`src/rtl/cfg_loader_pkg.sv`:
```
package cfg_loader_pkg;
  localparam int SYNC_W = 40;
  localparam int TRAIL_W = 4;

  typedef enum logic [2:0] {
    LD_HUNT,
    LD_FRAME,
    LD_TRAIL,
    LD_DONE,
    LD_FAIL
  } ld_state_t;
endpackage

```
`src/rtl/cfg_byte_unpack.sv`:
```
module cfg_byte_unpack (
  input  logic       clk,
  input  logic       rst_n,
  input  logic       prog,
  input  logic       in_valid,
  output logic       in_ready,
  input  logic [7:0] in_data,
  output logic       bit_valid,
  output logic       bit_val,
  input  logic       bit_take
);
  logic [7:0] shreg;
  logic [3:0] left;

  assign bit_valid = (left != 4'd0);
  assign bit_val   = shreg[0];
  // Ready when empty, or when the final held bit leaves this clock.
  assign in_ready  = !prog && ((left == 4'd0) || (left == 4'd1 && bit_take));

  always_ff @(posedge clk or negedge rst_n) begin
    if (!rst_n) begin
      shreg <= '0;
      left  <= '0;
    end else if (prog) begin
      shreg <= '0;
      left  <= '0;
    end else if (in_valid && in_ready) begin
      shreg <= in_data;
      left  <= 4'd8;
    end else if (bit_take) begin
      shreg <= {1'b0, shreg[7:1]};
      left  <= left - 4'd1;
    end
  end
endmodule

```
`src/rtl/cfg_frame_core.sv`:
```
module cfg_frame_core
  import cfg_loader_pkg::*;
#(
  parameter int FRAME_LEN = 16,
  parameter int FRAME_COUNT = 4,
  parameter logic [SYNC_W-1:0] SYNC_WORD = 40'hF0_5A_3C_96_E1,
  parameter logic [TRAIL_W-1:0] TRAILER = 4'hF,
  localparam int IDX_W = (FRAME_COUNT > 1) ? $clog2(FRAME_COUNT) : 1,
  localparam int BIT_W = (FRAME_LEN > 1) ? $clog2(FRAME_LEN) : 1
) (
  input  logic                 clk,
  input  logic                 rst_n,
  input  logic                 prog,
  input  logic                 bit_valid,
  input  logic                 bit_val,
  output logic                 bit_take,
  output ld_state_t            state,
  output logic                 fw_valid,
  input  logic                 fw_ready,
  output logic [IDX_W-1:0]     fw_index,
  output logic [FRAME_LEN-1:0] fw_data
);
  localparam logic [BIT_W-1:0] LAST_BIT = BIT_W'(FRAME_LEN - 1);
  localparam logic [IDX_W-1:0] LAST_IDX = IDX_W'(FRAME_COUNT - 1);

  logic [SYNC_W-1:0]    sync_sr;
  logic [SYNC_W-1:0]    sync_next;
  logic [FRAME_LEN-1:0] frame_sr;
  logic [TRAIL_W-1:0]   trail_sr;
  logic [TRAIL_W-1:0]   trail_next;
  logic [BIT_W-1:0]     bit_cnt;
  logic [IDX_W-1:0]     frame_idx;
  logic [1:0]           trail_cnt;

  assign bit_take   = bit_valid && !(fw_valid && !fw_ready) && !prog;
  assign sync_next  = {sync_sr[SYNC_W-2:0], bit_val};
  assign trail_next = {trail_sr[TRAIL_W-2:0], bit_val};
  // Frame port reads the shift register directly; the stall keeps it still.
  assign fw_data    = frame_sr;

  always_ff @(posedge clk or negedge rst_n) begin
    if (!rst_n) begin
      state     <= LD_HUNT;
      sync_sr   <= '0;
      frame_sr  <= '0;
      trail_sr  <= '0;
      bit_cnt   <= '0;
      frame_idx <= '0;
      trail_cnt <= '0;
      fw_valid  <= 1'b0;
      fw_index  <= '0;
    end else if (prog) begin
      state     <= LD_HUNT;
      sync_sr   <= '0;
      frame_sr  <= '0;
      trail_sr  <= '0;
      bit_cnt   <= '0;
      frame_idx <= '0;
      trail_cnt <= '0;
      fw_valid  <= 1'b0;
      fw_index  <= '0;
    end else begin
      if (fw_valid && fw_ready) fw_valid <= 1'b0;
      if (bit_take) begin
        unique case (state)
          LD_HUNT: begin
            sync_sr <= sync_next;
            if (sync_next == SYNC_WORD) begin
              state     <= LD_FRAME;
              bit_cnt   <= '0;
              frame_idx <= '0;
            end
          end
          LD_FRAME: begin
            frame_sr <= {frame_sr[FRAME_LEN-2:0], bit_val};
            if (bit_cnt == LAST_BIT) begin
              bit_cnt  <= '0;
              fw_valid <= 1'b1;
              fw_index <= frame_idx;
              if (frame_idx == LAST_IDX) begin
                state     <= LD_TRAIL;
                trail_cnt <= '0;
              end else begin
                frame_idx <= frame_idx + 1'b1;
              end
            end else begin
              bit_cnt <= bit_cnt + 1'b1;
            end
          end
          LD_TRAIL: begin
            trail_sr  <= trail_next;
            trail_cnt <= trail_cnt + 2'd1;
            if (trail_cnt == 2'd3)
              state <= (trail_next == TRAILER) ? LD_DONE : LD_FAIL;
          end
          default: ;
        endcase
      end
    end
  end
endmodule

```
`src/rtl/cfg_chain_out.sv`:
```
module cfg_chain_out (
  input  logic clk,
  input  logic rst_n,
  input  logic prog,
  input  logic fwd_en,
  input  logic bit_take,
  input  logic bit_val,
  output logic dout,
  output logic dout_valid
);
  always_ff @(posedge clk or negedge rst_n) begin
    if (!rst_n) begin
      dout       <= 1'b1;
      dout_valid <= 1'b0;
    end else if (prog) begin
      dout       <= 1'b1;
      dout_valid <= 1'b0;
    end else begin
      dout_valid <= fwd_en && bit_take;
      if (fwd_en && bit_take) dout <= bit_val;
    end
  end
endmodule

```
`src/rtl/cfg_stream_loader.sv`:
```
module cfg_stream_loader
  import cfg_loader_pkg::*;
#(
  parameter int FRAME_LEN = 16,
  parameter int FRAME_COUNT = 4,
  parameter logic [39:0] SYNC_WORD = 40'hF0_5A_3C_96_E1,
  parameter logic [3:0] TRAILER = 4'hF,
  localparam int IDX_W = (FRAME_COUNT > 1) ? $clog2(FRAME_COUNT) : 1
) (
  input  logic                 clk,
  input  logic                 rst_n,
  input  logic                 prog,
  input  logic                 in_valid,
  output logic                 in_ready,
  input  logic [7:0]           in_data,
  output logic                 fw_valid,
  input  logic                 fw_ready,
  output logic [IDX_W-1:0]     fw_index,
  output logic [FRAME_LEN-1:0] fw_data,
  output logic                 done,
  output logic                 err,
  output logic                 dout,
  output logic                 dout_valid
);
  logic      bit_valid;
  logic      bit_val;
  logic      bit_take;
  ld_state_t state;

  cfg_byte_unpack u_unpack (
    .clk(clk), .rst_n(rst_n), .prog(prog),
    .in_valid(in_valid), .in_ready(in_ready), .in_data(in_data),
    .bit_valid(bit_valid), .bit_val(bit_val), .bit_take(bit_take)
  );

  cfg_frame_core #(
    .FRAME_LEN(FRAME_LEN), .FRAME_COUNT(FRAME_COUNT),
    .SYNC_WORD(SYNC_WORD), .TRAILER(TRAILER)
  ) u_core (
    .clk(clk), .rst_n(rst_n), .prog(prog),
    .bit_valid(bit_valid), .bit_val(bit_val), .bit_take(bit_take),
    .state(state),
    .fw_valid(fw_valid), .fw_ready(fw_ready),
    .fw_index(fw_index), .fw_data(fw_data)
  );

  cfg_chain_out u_chain (
    .clk(clk), .rst_n(rst_n), .prog(prog),
    .fwd_en(state == LD_DONE), .bit_take(bit_take), .bit_val(bit_val),
    .dout(dout), .dout_valid(dout_valid)
  );

  assign done = (state == LD_DONE);
  assign err  = (state == LD_FAIL);
endmodule

```
`config.mk`:
```
export PLATFORM = sky130hd
export DESIGN_NAME = cfg_stream_loader
export DESIGN_NICKNAME = d
export VERILOG_FILES = /design/src/rtl/cfg_loader_pkg.sv /design/src/rtl/cfg_byte_unpack.sv /design/src/rtl/cfg_frame_core.sv /design/src/rtl/cfg_chain_out.sv /design/src/rtl/cfg_stream_loader.sv
export SDC_FILE = /design/constraint.sdc
export NUM_CORES = 1
export LEC_CHECK = 0
export ABC_AREA = 1
export BUFFER_PORTS_ARGS = -buffer_cell sky130_fd_sc_hd__buf_4
export CORE_ASPECT_RATIO = 2
export CORE_MARGIN = 10
export CORE_UTILIZATION = 51
export DETAILED_ROUTE_END_ITERATION = 7
export PLACE_DENSITY = 0.7
export SLEW_MARGIN = 20
export SYNTH_ARGS = -nofsm -noshare
export SYNTH_HDL_FRONTEND = slang
export SYNTH_SLANG_ARGS = --single-unit
```
`constraint.sdc`:
```
create_clock -name clk -period 2.1 [get_ports clk]
set_input_delay 0.21 -clock clk [delete_from_list [all_inputs] [get_ports clk]]
set_output_delay 0.21 -clock clk [all_outputs]
set_load 0.05 [all_outputs]
```
* After elaboration in Yosys (flattened, before gate mapping)
Index checks and enable logic that the tools add are counted.
W data, S select, Z words.
** Operators by class
- Add/sub/neg operators :: 4
- $mul :: 0
- Div/mod/pow operators :: 0
- Magnitude comparators :: 0
- Equality and inequality tests :: 15
- Shift operators :: 0
- Multiplexer cells :: 51
- Bitwise operators :: 0
- Reduce and logical (&&, ||, !) cells :: 33
** Operators with widths (count)
- $mux W39 :: 3
- $mux W16 :: 3
- $eq A40 B40 Y1 const B :: 1
- $mux W3 :: 10
- $mux W4 :: 7
- $mux W2 :: 13
- $mux W8 :: 3
- $ne A3 B2 Y1 const B :: 4
- $reduce_bool A2 Y1 :: 6
- $pmux W3 S3 :: 1
- $reduce_bool A3 Y1 :: 3
- $eq A4 B4 Y1 const B :: 2
- $logic_and A1 B1 Y1 :: 8
- $mux W1 :: 8
- $pmux W2 S2 :: 2
- $pmux W4 S2 :: 1
- $reduce_bool A4 Y1 :: 2
- $eq A3 B2 Y1 const B :: 2
- $reduce_and A2 Y1 :: 3
- $reduce_and A3 Y1 :: 2
- $reduce_and A6 Y1 :: 1
- $reduce_and A5 Y1 :: 1
- $add A2 B1 Y2 const B :: 2
- $add A4 B1 Y4 const B :: 1
- other kinds (11) :: 14
** Word-level totals
- Bits in registers :: 86
- Latch bits :: 0
- RAM bits :: 0
- Memory bits (read-only) :: 0
- Bits of input ports :: 13
- Word-level logic and storage cells :: 116
- Memories kept :: 0

* Depth between registers and ports, before layout
- Depth after elaboration :: 11
- Gate-level depth with buffers :: 11
- Mapped depth without buffers :: 10

* By module
From an unflattened synthesis, not the netlist that was laid out.
** Unflattened totals
- Cell total of the unflattened synthesis :: 458
- Area total of the unflattened synthesis :: 4048.9 µm²
** By module, submodules not included
- cfg_frame_core :: instances 1, cells each 351, area an instance 3180.6 µm², sequential area each 1801.7 µm²
- cfg_byte_unpack :: instances 1, cells each 94, area an instance 768.2 µm², sequential area each 300.3 µm²
- cfg_chain_out :: instances 1, cells each 8, area an instance 81.3 µm², sequential area each 51.3 µm²
- cfg_stream_loader :: instances 1, cells each 5, area an instance 18.8 µm², sequential area each 0.0 µm²

* Worst setup path before layout
Ideal clock, no wire load.
- Path kind :: register to register
- Start point :: register u_core.state[1]
- End point :: register u_chain.dout
- Arrival :: 2.042 ns
- Required time :: 2.018 ns
- Setup slack :: -0.023 ns
- Cell stages (with the launch flop) :: 6
- Path buffers :: 0
- Cells stage by stage :: dfrtp_1 > inv_1 > nor3_1 > nand2_1 > a21oi_1 > o21ai_1
** On the way
- Word-level cells in the longest chain between the ends :: 3
** Ends and longest elaborated chain
- start, declared :: RTL line cfg_frame_core.sv:17 : output ld_state_t state,
- start signal, assigned :: RTL line cfg_frame_core.sv:94 : state <= (trail_next == TRAILER) ? LD_DONE : LD_FAIL;
- $eq A3 B2 Y1
- via done :: RTL line cfg_stream_loader.sv:20 : output logic done,
- $logic_and A1 B1 Y1 :: RTL line cfg_chain_out.sv:20 : if (fwd_en && bit_take) dout <= bit_val;
- $reduce_bool A2 Y1 (no source line)
- end signal, assigned :: RTL line cfg_chain_out.sv:20
- end, declared :: RTL line cfg_chain_out.sv:8 : output logic dout,
The timed path passes the listed nets, and every way through them passes these cells.
A chain may end at the register's enable or synchronous reset.

* Worst setup path in the final report
- Start point :: register u_unpack.left[0]
- End point :: output in_ready
** On the way
- Word-level cells in the longest chain between the ends :: 6
- Elaborated cells on any way between the ends :: 8
- Classes of those cells :: 1 x eq/ne; 7 x reduce/logical
** Ends and longest elaborated chain
- start, declared :: RTL line cfg_byte_unpack.sv:13 : logic [3:0] left;
- start signal, assigned :: RTL line cfg_byte_unpack.sv:32 : left <= left - 4'd1;
- $reduce_bool A4 Y1 :: RTL line cfg_byte_unpack.sv:15 : assign bit_valid = (left != 4'd0);
- $logic_and A1 B1 Y1 (2 in a row) :: RTL line cfg_frame_core.sv:35 : assign bit_take = bit_valid && !(fw_valid && !fw_ready) && !prog;
- $logic_and A1 B1 Y1 :: RTL line cfg_byte_unpack.sv:18 : assign in_ready = !prog && ((left == 4'd0) || (left == 4'd1 && bit_take));
- $logic_or A1 B1 Y1 * :: RTL line cfg_byte_unpack.sv:18
- $logic_and A1 B1 Y1 * :: RTL line cfg_byte_unpack.sv:18
- end, declared :: RTL line cfg_stream_loader.sv:14 : output logic in_ready,
Every way passes the cells marked *; elsewhere a longest branch is shown, timed or not.

==> impl_metrics.json <==
{
  "status": "finished clean",
  "worstHoldStart": "in_data[5]",
  "synthMuxAreaShare_pct": 0,
  "fill_cells": 689,
  "min_period_ps": 1880,
  "clk_latency_ps": 340,
  "diodes": 0,
  "cts_buffers": 9,
  "synth_adder_area_share_pct": 1.59,
  "hold_class": "input pin to flop",
  "synthSimpleGateAreaFrac_pct": 16.7,
  "synth_cells": 446,
  "synth_cell_types": 32,
  "synth_commonest_cells": "85 x dfrtp_1, 81 x inv_1, 78 x nand2_1",
  "globalplace.congestion": 0.869,
  "routed_via_density": 5.27,
  "grt_first_pass_wirelength_um": 14400,
  "slew_violations": 0,
  "p_per_area_nw_per_um2": 1180,
  "cts-root-buf": "clkbuf_16",
  "ys.flop_type": "dfrtp_1",
  "synth-seq-cells": 86,
  "setup_viol_count_final": 0,
  "multiInputGateArea_sq_um": 1360,
  "ir_drop_v": 0.000682,
  "cts_tree": "done",
  "end_kind": "output pin",
  "drv_cap": 0,
  "die-area_sq_um": 11900,
  "synth_top_area_share_pct": 54.0,
  "place_inst": 565,
  "track_usage_pct": 15.7,
  "netlist.top_cell.by_area": "dfrtp_1",
  "rsz0062_at_grt": "false",
  "setup_tns_ps": 0,
  "finalPower_mw": 5.47,
  "synth_top_family_by_area": "simple AND/OR/NAND/NOR gates",
  "finalHoldViolCount": 0,
  "place_hpwl_um": 6100,
  "clkTransAtPathRegs_ps": 60,
  "fin_nets": 501,
  "synth.area.top_cells": "dfrtp_1 54%, inv_1 7.7%, nand2_1 7.4%",
  "cp_max_fo": 4,
  "synth-edff-count": 0,
  "slew_headroom_pct": 73.8,
  "drive_gt1_share_pct": 17.2,
  "vias": 3059,
  "ctsResizeCount": 0,
  "antenna_found_initial": 0,
  "synth-xor-area-share_pct": 0.222,
  "tightest_slew_ps": 392,
  "antenna_left": 0,
  "leakagePower_nw": 2.21,
  "crit_start": "u_unpack.left[0]",
  "numPortBuffers": 36,
  "cts_buffer_depth": 2,
  "drtIter0Drc": 187,
  "avgSynthCellArea_sq_um": 8.83,
  "syn-num-nets": 464,
  "seqCellArea_sq_um": 2150,
  "finalCoreUtilization_pct": 61.6,
  "cts_max_level": 3,
  "row_count": 45,
  "seq_area_frac_synth_pct": 54.7,
  "start_util_pct": 52.2,
  "synth.yosys.warnings": 0,
  "final_cell_count_no_fill": 581,
  "grt_max_degree": 43,
  "fin_skew_ps": 6.22,
  "r2r-start": "u_unpack.left[0]",
  "core_area_sq_um": 7540,
  "drc": 0,
  "yosysMostFrequentCell": "dfrtp_1",
  "die_x_um": 82.2,
  "die_h_um": 144,
  "overflow": 0,
  "synth-async-reset-ratio_pct": 100,
  "required_ps": 1890,
  "wirelength_um": 8400,
  "netlist_area_sq_um": 3940,
  "grt_pass1_vias": 3173,
  "clkSinkCount": 86,
  "cp.arrival_ps": 1670,
  "clock.fmax_ghz": 0.533,
  "wl_per_cell_um": 14.5,
  "finalCritPeriodShare_pct": 89.4,
  "area_delta_synth_final_pct": 17.9,
  "drt_pass1_iterations": 5,
  "io_pins": 37,
  "cp-start-kind": "flop",
  "critical_path_class": "flop to output pin",
  "synth_compound_area_share_pct": 15.9
}
==> final timing paths <==
path | slack, ps | depth (start not counted) | endpoint
setup / recovery | 220 | 7 | in_ready
max in group asynchronous | 1180 | 3 | u_unpack.left[2]
hold reg to reg | 510 | 2 | u_core.trail_sr[2]
hold / removal | 100 | 3 | u_unpack.shreg[5]
setup reg to reg | 360 | 9 | u_unpack.shreg[2]
min in group asynchronous | 310 | 2 | u_core.fw_data[15]
==> what timing repair did <==
| item | CTS | global route |
|---|---|---|
| buffers inserted | 0 | 0 |
| hold buffers | 1 | 0 |
| endpoints found under the hold margin | 21 | 0 |
==> layout make-up <==
type / count / area share, %
sequential: 86 / 46.4
multi-input combinational: 257 / 29.3
timing repair buffer: 41 / 7.49
inverter: 88 / 7.16
clock buffer: 11 / 5.44
tap: 94 / 2.53
clock inverter: 4 / 1.70
==> per-layer routing <==
layer	GRT usage, %	wire [um]
met2	27.3	4560
met5	0	0
met3	4.23	346
met1	16.7	3310
met4	7.75	177
==> cell families (layout without fill, tap and decap cells) <==
logic type,count (synthesis),in the layout
buffers and inverters,103,144
and+or+nand+nor,151,151
adders and majority gates,5,5
AOI/OAI and AO/OA,100,100
DFF,86,86
xor gates and xnor gates,1,1
==> flip-flops by register name (all words and copies together), names as in the netlist <==
signal / flops
u_core.sync_sr: 39
u_core.frame_idx: 2
u_core.trail_sr: 3
u_core.fw_data: 16
u_core.state: 3
u_chain.dout: 1
u_core.trail_cnt: 2
u_unpack.left: 4
u_chain.dout_valid: 1
u_core.fw_valid: 1
u_core.fw_index: 2
u_unpack.shreg: 8
u_core.bit_cnt: 4
==> cells in the final DEF (no fill, tap or decap), drive strengths merged <==
| cell | synthesis | layout |
|---|---|---|
| a211oi | 1 | 1 |
| a21oi | 8 | 8 |
| ha | 5 | 5 |
| nand3 | 27 | 27 |
| nor2 | 31 | 31 |
| o22ai | 46 | 46 |
| nand2 | 81 | 81 |
| or2 | 1 | 1 |
| nand4 | 5 | 5 |
| o211ai | 1 | 1 |
| and3 | 1 | 1 |
| dfstp | 1 | 1 |
| inv | 88 | 89 |
| clkbuf | 1 | 11 |
| o21ai | 43 | 43 |
| nor4 | 1 | 1 |
| xnor2 | 1 | 1 |
| dfrtp | 85 | 85 |
| buf | 14 | 40 |
| nor3 | 4 | 4 |
| bufinv | 0 | 2 |
| o31ai | 1 | 1 |
| clkinvlp | 0 | 1 |
| dlygate4sd3 | 0 | 1 |
==> stage by stage <==
step,hold WS [ps],worst slack [ps],area (sq um)
floorplan,-85.6,194,3950
global route,104,109,4650
global placement,132,407,4300
finish,96.2,222,4650
CTS,85.8,212,4650
detailed placement,133,368,4300
==> where the power goes <==
part / internal [mW] / switching (mW) / leakage (nW)
registers: 1.84 / 0.143 / 1.18
clock network: 1.11 / 0.628 / 0.160
logic: 0.504 / 1.24 / 0.865
==> critical path: stages, from the launching register on <==
cell,delay (ps)
dfrtp_1,400
inv_1,80
ha_1,190
nand2_2,80
o21ai_1,130
inv_1,70
nor2_1,150
buf_4,230
No activity file was read; power rests on OpenSTA's default activity.
